[src/rtl/uop_pack_pkg.sv]
package uop_pack_pkg;
  localparam int unsigned GRP_SLOTS = 4;
  localparam int unsigned SD_UOPS   = 2;
  localparam int unsigned CNT_W     = $clog2(GRP_SLOTS + 1);

  typedef enum logic [1:0] {
    MODE_IDLE  = 2'd0,
    MODE_SHORT = 2'd1,
    MODE_VEC   = 2'd2
  } pack_mode_e;
endpackage

[src/rtl/uop_mode_sel.sv]
module uop_mode_sel
  import uop_pack_pkg::*;
(
  input  logic [1:0]  sd_valid_i,
  input  logic        sd1_vec_i,
  input  logic        vd_valid_i,
  input  logic        accept_i,
  output pack_mode_e  mode_o,
  output logic [1:0]  take_sd_o,
  output logic        take_vd_o
);
  // vector decoder holds the oldest instruction when valid
  always_comb begin
    if (vd_valid_i)         mode_o = MODE_VEC;
    else if (sd_valid_i[0]) mode_o = MODE_SHORT;
    else                    mode_o = MODE_IDLE;
  end

  always_comb begin
    take_vd_o    = accept_i && (mode_o == MODE_VEC);
    take_sd_o[0] = accept_i && (mode_o == MODE_SHORT);
    take_sd_o[1] = take_sd_o[0] && sd_valid_i[1] && !sd1_vec_i;
  end

  always_comb begin
    a_r2_pair_order: assert (!take_sd_o[1] || take_sd_o[0]);
  end
endmodule

[src/rtl/uop_slot_pack.sv]
module uop_slot_pack
  import uop_pack_pkg::*;
#(
  parameter int unsigned      UOP_W   = 16,
  parameter logic [UOP_W-1:0] NOP_UOP = '0
) (
  input  pack_mode_e                             mode_i,
  input  logic                                   take1_i,
  input  logic                                   sd0_cnt_i,
  input  logic                                   sd1_cnt_i,
  input  logic [SD_UOPS-1:0][UOP_W-1:0]          sd0_uop_i,
  input  logic [SD_UOPS-1:0][UOP_W-1:0]          sd1_uop_i,
  input  logic [1:0]                             vd_cnt_i,
  input  logic                                   vd_mcode_i,
  input  logic [GRP_SLOTS-1:0][UOP_W-1:0]        vd_uop_i,
  output logic [GRP_SLOTS-1:0][UOP_W-1:0]        slot_o,
  output logic                                   mcode_o
);
  logic [CNT_W-1:0] n0, n1, nv;

  always_comb begin
    n0 = {{(CNT_W-1){1'b0}}, sd0_cnt_i} + CNT_W'(1);
    n1 = take1_i ? ({{(CNT_W-1){1'b0}}, sd1_cnt_i} + CNT_W'(1)) : '0;
    nv = vd_mcode_i ? '0 : ({{(CNT_W-2){1'b0}}, vd_cnt_i} + CNT_W'(1));
  end

  assign mcode_o = (mode_i == MODE_VEC) && vd_mcode_i;

  logic [UOP_W-1:0] slot_w [GRP_SLOTS];

  for (genvar g = 0; g < GRP_SLOTS; g++) begin : g_slot
    localparam logic [CNT_W-1:0] SI = CNT_W'(g);
    logic [CNT_W-1:0] rel;
    always_comb begin
      rel       = SI - n0;
      slot_w[g] = NOP_UOP;
      unique case (mode_i)
        MODE_VEC: begin
          if (SI < nv) slot_w[g] = vd_uop_i[g];
        end
        MODE_SHORT: begin
          if (SI < n0)                    slot_w[g] = sd0_uop_i[SI[0]];
          else if (rel < n1)              slot_w[g] = sd1_uop_i[rel[0]];
        end
        default: slot_w[g] = NOP_UOP;
      endcase
    end
    assign slot_o[g] = slot_w[g];
  end
endmodule

[src/rtl/uop_grp_reg.sv]
module uop_grp_reg
  import uop_pack_pkg::*;
#(
  parameter int unsigned      UOP_W   = 16,
  parameter logic [UOP_W-1:0] NOP_UOP = '0
) (
  input  logic                              clk_i,
  input  logic                              rst_ni,
  input  logic                              valid_i,
  input  logic                              mcode_i,
  input  logic [GRP_SLOTS-1:0][UOP_W-1:0]   slot_i,
  input  logic                              ready_i,
  output logic                              accept_o,
  output logic                              valid_o,
  output logic                              mcode_o,
  output logic [GRP_SLOTS-1:0][UOP_W-1:0]   slot_o
);
  logic                             valid_q, mcode_q;
  logic [GRP_SLOTS-1:0][UOP_W-1:0]  slot_q;

  assign accept_o = !valid_q || ready_i;

  always_ff @(posedge clk_i or negedge rst_ni) begin
    if (!rst_ni) begin
      valid_q <= 1'b0;
      mcode_q <= 1'b0;
      slot_q  <= {GRP_SLOTS{NOP_UOP}};
    end else if (accept_o) begin
      valid_q <= valid_i;
      mcode_q <= mcode_i;
      slot_q  <= slot_i;
    end
  end

  assign valid_o = valid_q;
  assign mcode_o = mcode_q;
  assign slot_o  = slot_q;

  a_r8_hold_stable: assert property (@(posedge clk_i) disable iff (!rst_ni)
    valid_o && !ready_i |=> valid_o && $stable(slot_o) && $stable(mcode_o));
  a_r6_mcode_valid: assert property (@(posedge clk_i) disable iff (!rst_ni)
    mcode_o |-> valid_o);
endmodule

[src/rtl/uop_grp_packer.sv]
module uop_grp_packer
  import uop_pack_pkg::*;
#(
  parameter int unsigned      UOP_W   = 16,
  parameter logic [UOP_W-1:0] NOP_UOP = '0
) (
  input  logic                         clk_i,
  input  logic                         rst_ni,
  input  logic [1:0]                   sd_valid_i,
  input  logic                         sd1_vec_i,
  input  logic                         sd0_cnt_i,
  input  logic                         sd1_cnt_i,
  input  logic [1:0][UOP_W-1:0]        sd0_uop_i,
  input  logic [1:0][UOP_W-1:0]        sd1_uop_i,
  input  logic                         vd_valid_i,
  input  logic [1:0]                   vd_cnt_i,
  input  logic                         vd_mcode_i,
  input  logic [3:0][UOP_W-1:0]        vd_uop_i,
  input  logic                         grp_ready_i,
  output logic [1:0]                   take_sd_o,
  output logic                         take_vd_o,
  output logic                         grp_valid_o,
  output logic                         grp_mcode_o,
  output logic [3:0][UOP_W-1:0]        grp_uop_o
);
  pack_mode_e                       mode;
  logic                             accept;
  logic                             pk_mcode;
  logic [GRP_SLOTS-1:0][UOP_W-1:0]  pk_slot;

  uop_mode_sel i_mode_sel (
    .sd_valid_i (sd_valid_i),
    .sd1_vec_i  (sd1_vec_i),
    .vd_valid_i (vd_valid_i),
    .accept_i   (accept),
    .mode_o     (mode),
    .take_sd_o  (take_sd_o),
    .take_vd_o  (take_vd_o)
  );

  uop_slot_pack #(.UOP_W(UOP_W), .NOP_UOP(NOP_UOP)) i_slot_pack (
    .mode_i     (mode),
    .take1_i    (take_sd_o[1]),
    .sd0_cnt_i  (sd0_cnt_i),
    .sd1_cnt_i  (sd1_cnt_i),
    .sd0_uop_i  (sd0_uop_i),
    .sd1_uop_i  (sd1_uop_i),
    .vd_cnt_i   (vd_cnt_i),
    .vd_mcode_i (vd_mcode_i),
    .vd_uop_i   (vd_uop_i),
    .slot_o     (pk_slot),
    .mcode_o    (pk_mcode)
  );

  uop_grp_reg #(.UOP_W(UOP_W), .NOP_UOP(NOP_UOP)) i_grp_reg (
    .clk_i    (clk_i),
    .rst_ni   (rst_ni),
    .valid_i  (mode != MODE_IDLE),
    .mcode_i  (pk_mcode),
    .slot_i   (pk_slot),
    .ready_i  (grp_ready_i),
    .accept_o (accept),
    .valid_o  (grp_valid_o),
    .mcode_o  (grp_mcode_o),
    .slot_o   (grp_uop_o)
  );

  a_r1_mode_exclusive: assert property (@(posedge clk_i) disable iff (!rst_ni)
    take_vd_o |-> take_sd_o == 2'b00);
  a_r8_no_take_stalled: assert property (@(posedge clk_i) disable iff (!rst_ni)
    grp_valid_o && !grp_ready_i |-> !take_vd_o && take_sd_o == 2'b00);
  a_r9_take_gives_group: assert property (@(posedge clk_i) disable iff (!rst_ni)
    take_vd_o || take_sd_o[0] |=> grp_valid_o);
  a_r6_mcode_all_nop: assert property (@(posedge clk_i) disable iff (!rst_ni)
    grp_mcode_o |-> grp_uop_o == {GRP_SLOTS{NOP_UOP}});
  a_r10_empty_accepts: assert property (@(posedge clk_i) disable iff (!rst_ni)
    !grp_valid_o && vd_valid_i |-> take_vd_o);
endmodule

[config.mk]
export PLATFORM = sky130hd
export DESIGN_NAME = uop_grp_packer
export DESIGN_NICKNAME = d
export VERILOG_FILES = /design/src/rtl/uop_pack_pkg.sv /design/src/rtl/uop_mode_sel.sv /design/src/rtl/uop_slot_pack.sv /design/src/rtl/uop_grp_reg.sv /design/src/rtl/uop_grp_packer.sv
export SDC_FILE = /design/constraint.sdc
export NUM_CORES = 1
export LEC_CHECK = 0
export BUFFER_PORTS_ARGS = -buffer_cell sky130_fd_sc_hd__buf_2
export CAP_MARGIN = 20
export CELL_PAD_IN_SITES_DETAIL_PLACEMENT = 0
export CELL_PAD_IN_SITES_GLOBAL_PLACEMENT = 1
export CORE_ASPECT_RATIO = 1.5
export CORE_MARGIN = 2
export CORE_UTILIZATION = 34
export CTS_CLUSTER_SIZE = 16
export DETAILED_ROUTE_END_ITERATION = 8
export PLACE_DENSITY_LB_ADDON = 0.25
export SLEW_MARGIN = 20
export SYNTH_ARGS = -nofsm -noshare
export SYNTH_HDL_FRONTEND = slang
export SYNTH_SLANG_ARGS = --single-unit
[constraint.sdc]
create_clock -name clk_i -period 4.51 [get_ports clk_i]
set_input_delay 0.902 -clock clk_i [delete_from_list [all_inputs] [get_ports clk_i]]
set_output_delay 0.902 -clock clk_i [all_outputs]
set_load 0.05 [all_outputs]
==> results of run 1 <==
## sequential cells by signal (all words and copies together), names as in the netlist
name	count
i_grp_reg.valid_o	1
i_grp_reg.slot_o	64
i_grp_reg.mcode_o	1
## worst max-delay path, cell delays in order
cell	delay (ns)
sky130_fd_sc_hd__buf_2	0.13
sky130_fd_sc_hd__nand2b_1	0.48
sky130_fd_sc_hd__nor3_1	0.35
sky130_fd_sc_hd__buf_2	0.34
## routing by layer
metal | vias up | share of wire, %
met5 | - | 0
li1 | 1667 | -
met2 | 124 | 51
met3 | 20 | 6.0
met4 | 0 | 2.5
met1 | 1633 | 40
## cell families after synthesis
kind of cell,share of synthesized area (%)
flip-flops,46.76
AND/OR/NAND/NOR,13.74
buffers and inverters,4.074
adder cells (fa/ha/maj),1.417
AO/OA/AOI/OAI,24.80
multiplexers,9.210
## cell usage after synthesis, drive strengths merged
| cell | count | share of area [%] |
|---|---|---|
| mux2i | 28 | 7.9 |
| nor2 | 45 | 4.8 |
| ha | 4 | 1.4 |
| and2 | 4 | 0.71 |
| or3 | 1 | 0.18 |
| a21o | 16 | 3.4 |
| a221o | 36 | 10 |
| nand2 | 6 | 0.64 |
| o31a | 1 | 0.25 |
| nand3 | 13 | 1.8 |
| and3 | 17 | 3.0 |
| clkbuf | 19 | 2.0 |
| buf | 10 | 1.8 |
| nor3 | 3 | 0.74 |
| inv | 2 | 0.21 |
| a31oi | 1 | 0.18 |
| nand2b | 3 | 0.53 |
| a21oi | 13 | 1.8 |
| nor2b | 3 | 0.53 |
| o41ai | 1 | 0.46 |
| or4 | 1 | 0.21 |
| a22o | 20 | 5.0 |
| mux2 | 4 | 1.3 |
| a2111oi | 1 | 0.78 |
| or4b | 1 | 0.39 |
| dfrtp | 66 | 47 |
| a221oi | 11 | 2.7 |
| nand4 | 1 | 0.18 |
## where the power goes
group	switching, mW	total, mW	internal, mW
Combinational	0.312	0.458	0.146
Sequential	0.0257	0.664	0.638
Clock	0.257	0.641	0.384
Total	0.594	1.76	1.17
## per-stage QoR
step	instances	hold WS [ns]	power, mW	worst slack [ns]
after CTS	649	0.4674	1.788	1.391
after detailed placement	633	0.4556	1.136	1.256
after floorplan	331	0.6064	0.9733	1.497
after global placement	633	0.4501	1.131	1.328
final	649	0.4611	1.763	1.409
after global routing	649	0.5107	1.844	1.305
## cell type report
cell class / count / area (um2) / area share (%)
inverter: 2 / 7.507 / 0.1528
clock buffer: 11 / 242.7 / 4.940
tap: 117 / 146.4 / 2.979
sequential: 66 / 1652 / 33.61
clock inverter: 5 / 30.03 / 0.6112
multi-input combinational: 234 / 1747 / 35.55
timing repair buffer: 214 / 1089 / 22.15
## worst paths after layout
kind                       depth (start not counted)  slack, ns              endpoint
setup / recovery                                   4       1.41          take_sd_o[1]
hold / removal                                     2       0.46     i_grp_reg.mcode_o
setup reg to reg                                   5       2.08  i_grp_reg.slot_o[18]
hold reg to reg                                    2       0.46     i_grp_reg.mcode_o
max in group asynchronous                          1       3.28  i_grp_reg.slot_o[57]
min in group asynchronous                          1       0.69   i_grp_reg.slot_o[2]
==> run metrics, run 1 <==
fraction of the yosys area taken by sequential cells 46.76%; number of unique standard cell types used by synthesis 31; Cell Rows 45; Syn Std Cell Area 0.003532 mm2; share of cells above drive strength 1 44.92%; Reg-to-Reg Start i_grp_reg.valid_o; total placed instance area 0.004638 mm2; clk sinks 66; number of gates resized after CTS 0; count of warnings emitted by yosys 0; met2 Usage GRT a little over a third; max-slew violation total from the final report 0; antenna violations before repair 0; clock skew after layout between 0.002 and 0.0025 ns; GPL Wtd Cong 0.8200; Die Ht ~130 um; gr usage total between 20% and 30%; most common cell after layout, fill and taps aside sky130_fd_sc_hd__buf_2; setup repair after global routing missed its margin false; detailed-routing iteration count for the pre-antenna-repair pass 4; DR DRC count 0; Core Area slightly above 0.01 mm2; Nets ~670; minimum period implied by the final worst setup slack around 3.1 ns; Worst Hold Launch i_grp_reg.mcode_o; Gate Count Post-Synth 331; total power per unit cell area approximately 360 mW/mm2; TritonCTS Buffers 9; post-route standard cell area excluding fillers 0.004913 mm2; ports placed on the boundary 209; TritonCTS clock tree done; most crowded layer after global routing met2; final setup TNS 0 ns; Die Outline Area ~0.011 mm2; largest net degree at the start of global routing 67; Post-Route Utilization 48.48%; number of fill cells in the layout 981; highest ir drop seen on vdd about 0.00017 V; residual antenna-violating net count after detailed routing 0; maximum fanout encountered on the critical timing path 19; worst-case clock buffer depth 2; number of DRC markers in iteration 0 134; starting density of the core 34.85%; Seq cells post-synth 66; met3 Use GR 5.131%; CP Class primary input to output port; clock transition at the registers of the reported paths 0.05 ns; static leakage power 2.794 nW; vias post-DR 3,444; Avg Synthesized Cell Area 10.67 um2; number of global-route vias before repair 3,584; count of input and output buffers 208; part of the cycle the worst path needs 68.77%; worst skew pair latency 0.33 ns; DR WL/cell 17.86 um; start point of the critical path vd_valid_i; slew of the pin with the lowest slew margin about 1.1 ns; status finished clean; vias per std cell 5.307; critical path endpoint category output port; required time of the worst setup path 3.61 ns; Die X-Extent just under 90 um; DP HPWL roughly 8900 um; Post-Synthesis Net Count between 400 and 500; remaining global-route overflow 0; Clock H-tree levels 3; clock root buffer sky130_fd_sc_hd__clkbuf_16; number of antenna diodes 0; WL final 11,590 um; total of endpoints with negative setup slack in the final report 0; most used cells in the layout excluding fill and tap cells 207 x sky130_fd_sc_hd__buf_2, 66 x sky130_fd_sc_hd__dfrtp_1, 44 x sky130_fd_sc_hd__nor2_1; min-delay worst type flip-flop to flip-flop; Achievable Freq 0.3224 GHz; startpoint type of the worst setup path primary input; Hold Violations, Final 0; count of maximum capacitance violations 0; data arrival time of the critical path 2.20 ns; Setup Buffers After CTS 0; post-synthesis to final-layout area growth 39.11%; grt met1 use 24.16%; relative slew slack between 20% and 30%; wire length of the first global-routing pass 17,820 um; hold buffer count at cts 0
Note: power is estimated with default switching activity, not from simulation.
==> run 2: changes to the inputs <==
- CORE_UTILIZATION: 34 -> 32
- clock period: 4.51 -> 2.9 ns (I/O delays scaled with it)
==> run 2 against run 1 <==
  * Die area grew 6.0%
  * Critical path depth is the same
  * Non-clock buffer count grew 4
  * Wire length grew 3.1%
==> run metrics, run 2 (synthesis results as in run 1) <==
Setup Buffers After CTS 0; Die X-Extent 89.78 um; post-synthesis to final-layout area growth 42.26%; Reg-to-Reg Start i_grp_reg.valid_o; required time of the worst setup path about 2.3 ns; clock transition at the registers of the reported paths about 0.060 ns; number of gates resized after CTS 0; relative slew slack 41.20%; hold buffer count at cts 0; number of fill cells in the layout 1,095; critical path's largest stage delay around 0.37 ns; CP Class flip-flop to output port; part of the cycle the worst path needs 76.48%; share of cells above drive strength 1 45.52%; share of power burned in registers 35.8%; remaining global-route overflow 0; vias post-DR 3,483; Register-to-Register Setup Slack 0.75 ns; capture instance of the worst register-to-register path i_grp_reg.slot_o[43]; DP HPWL 9062 um; gr usage total 20.30%; max-slew violation total from the final report 0; final setup TNS 0 ns; ports placed on the boundary 209; Nets roughly 680; count of input and output buffers between 200 and 250; Achievable Freq 0.4508 GHz; part of the power in combinational logic 25.1%; number of antenna diodes 0; clock skew after layout 0.008739 ns; Die Outline Area around 0.012 mm2; most common cell after layout, fill and taps aside sky130_fd_sc_hd__buf_2; internal power of the cells 1.933 mW; critical path endpoint category output port; flip-flop count of the largest register, all copies and words added between 60 and 70; area taken by multi-input logic gates 0.001758 mm2; min-delay worst type primary input to asynchronous set/reset pin; switching pwr 0.9428 mW; length in cells of the worst reg-to-reg path 5; data arrival time of the critical path 1.64 ns; Die Ht between 100 and 150 um; Core Area between 0.01 and 0.015 mm2; total chip power 2.876 mW; WL final 11,950 um; series of cell instances along the critical path nor2b_4 > buf_4 > nor2_1 > buf_2; antenna violations before repair 0; minimum period implied by the final worst setup slack between 2 and 2.5 ns; total power per unit cell area ~570 mW/mm2; starting density of the core 32.47%; CP bufs+invs 2; number of global-route vias before repair 3,706; startpoint type of the worst setup path flip-flop; setup repair after global routing missed its margin false; Critical Path Stages 4; fin worst setup slack 0.6820 ns; Hold Violations, Final 0; sequential standard cell area 0.001652 mm2; vias per std cell between 5 and 6; wire length of the first global-routing pass around 19,000 um; static leakage power around 2.8 nW; detailed-routing iteration count for the pre-antenna-repair pass 4; DR WL/cell between 15 and 20 um; maximum fanout encountered on the critical timing path 32; Clock H-tree levels 3; clock share of power a little under 40%; status finished clean; switching share of power 32.79%; total of endpoints with negative setup slack in the final report 0; TritonCTS clock tree done; Cell Rows 47; library cell contributing the largest single delay on the critical path sky130_fd_sc_hd__dfrtp_1; clock root buffer sky130_fd_sc_hd__clkbuf_16; clk sinks 66; count of maximum capacitance violations 0; highest ir drop seen on vdd ~0.00028 V; most used cells in the layout excluding fill and tap cells 207 x sky130_fd_sc_hd__buf_2, 66 x sky130_fd_sc_hd__dfrtp_1, 44 x sky130_fd_sc_hd__nor2_1; residual antenna-violating net count after detailed routing 0; Worst Setup Slack post-DPL 0.3143 ns; TritonCTS Buffers 9; worst skew pair latency 0.33 ns; number of DRC markers in iteration 0 between 100 and 150; kind of cell with the highest combined delay on the critical path buffers and inverters; worst-case clock buffer depth 2; slew of the pin with the lowest slew margin 0.8820 ns; GPL Wtd Cong 0.8274; DR DRC count 0; largest net degree at the start of global routing 67
run 2: worst max path at each step:
stage | from | end | slack (ns)
6_report | i_grp_reg.valid_o | take_sd_o[0] | 0.68
4_1_cts | sd1_vec_i | i_grp_reg.slot_o[18] | 0.67
3_3_place_gp | sd1_vec_i | i_grp_reg.slot_o[18] | 0.43
2_1_floorplan | i_grp_reg.valid_o | i_grp_reg.slot_o[53] | 0.08
3_5_place_dp | sd1_vec_i | i_grp_reg.slot_o[18] | 0.31
5_1_grt | i_grp_reg.valid_o | take_sd_o[0] | 0.59
run 2: metal layers:
layer  GRT usage (%)  wire length [um]
met2           34.34              5954
met4           7.607               281
met3           5.581               750
met5               0                 0
met1           24.72              4964
run 2: final cells by class:
type,count,area share [%]
clock inverters,5,1.046
well taps,147,3.660
clock buffers,11,5.030
flip-flops and latches,66,32.87
repair buffers,218,22.26
multi-input cells,234,34.99
inverters,2,0.1494
run 2: power by group through the flow:
| stage | combinational (mW) | clock (mW) | sequential [mW] |
|---|---|---|---|
| 3_5_place_dp | 0.728 | 0 | 1.05 |
| 4_1_cts | 0.729 | 1.15 | 1.03 |
| 6_report | 0.723 | 1.12 | 1.03 |
| 2_1_floorplan | 0.215 | 0 | 1.30 |
| 3_3_place_gp | 0.719 | 0 | 1.04 |
| 5_1_grt | 0.774 | 1.19 | 1.04 |
run 2: through the flow:
| stage | instances | util [%] | hold slack [ns] | area (um2) |
|---|---|---|---|---|
| floorplan | 331 | - | 0.2844 | 3532 |
| global placement | 667 | 43.25 | 0.4555 | 4706 |
| detailed placement | 667 | 43.28 | 0.4587 | 4708 |
| CTS | 683 | 46.08 | 0.4048 | 5014 |
| global route | 683 | 46.19 | 0.4370 | 5025 |
| finish | 683 | 46.19 | 0.3686 | 5025 |
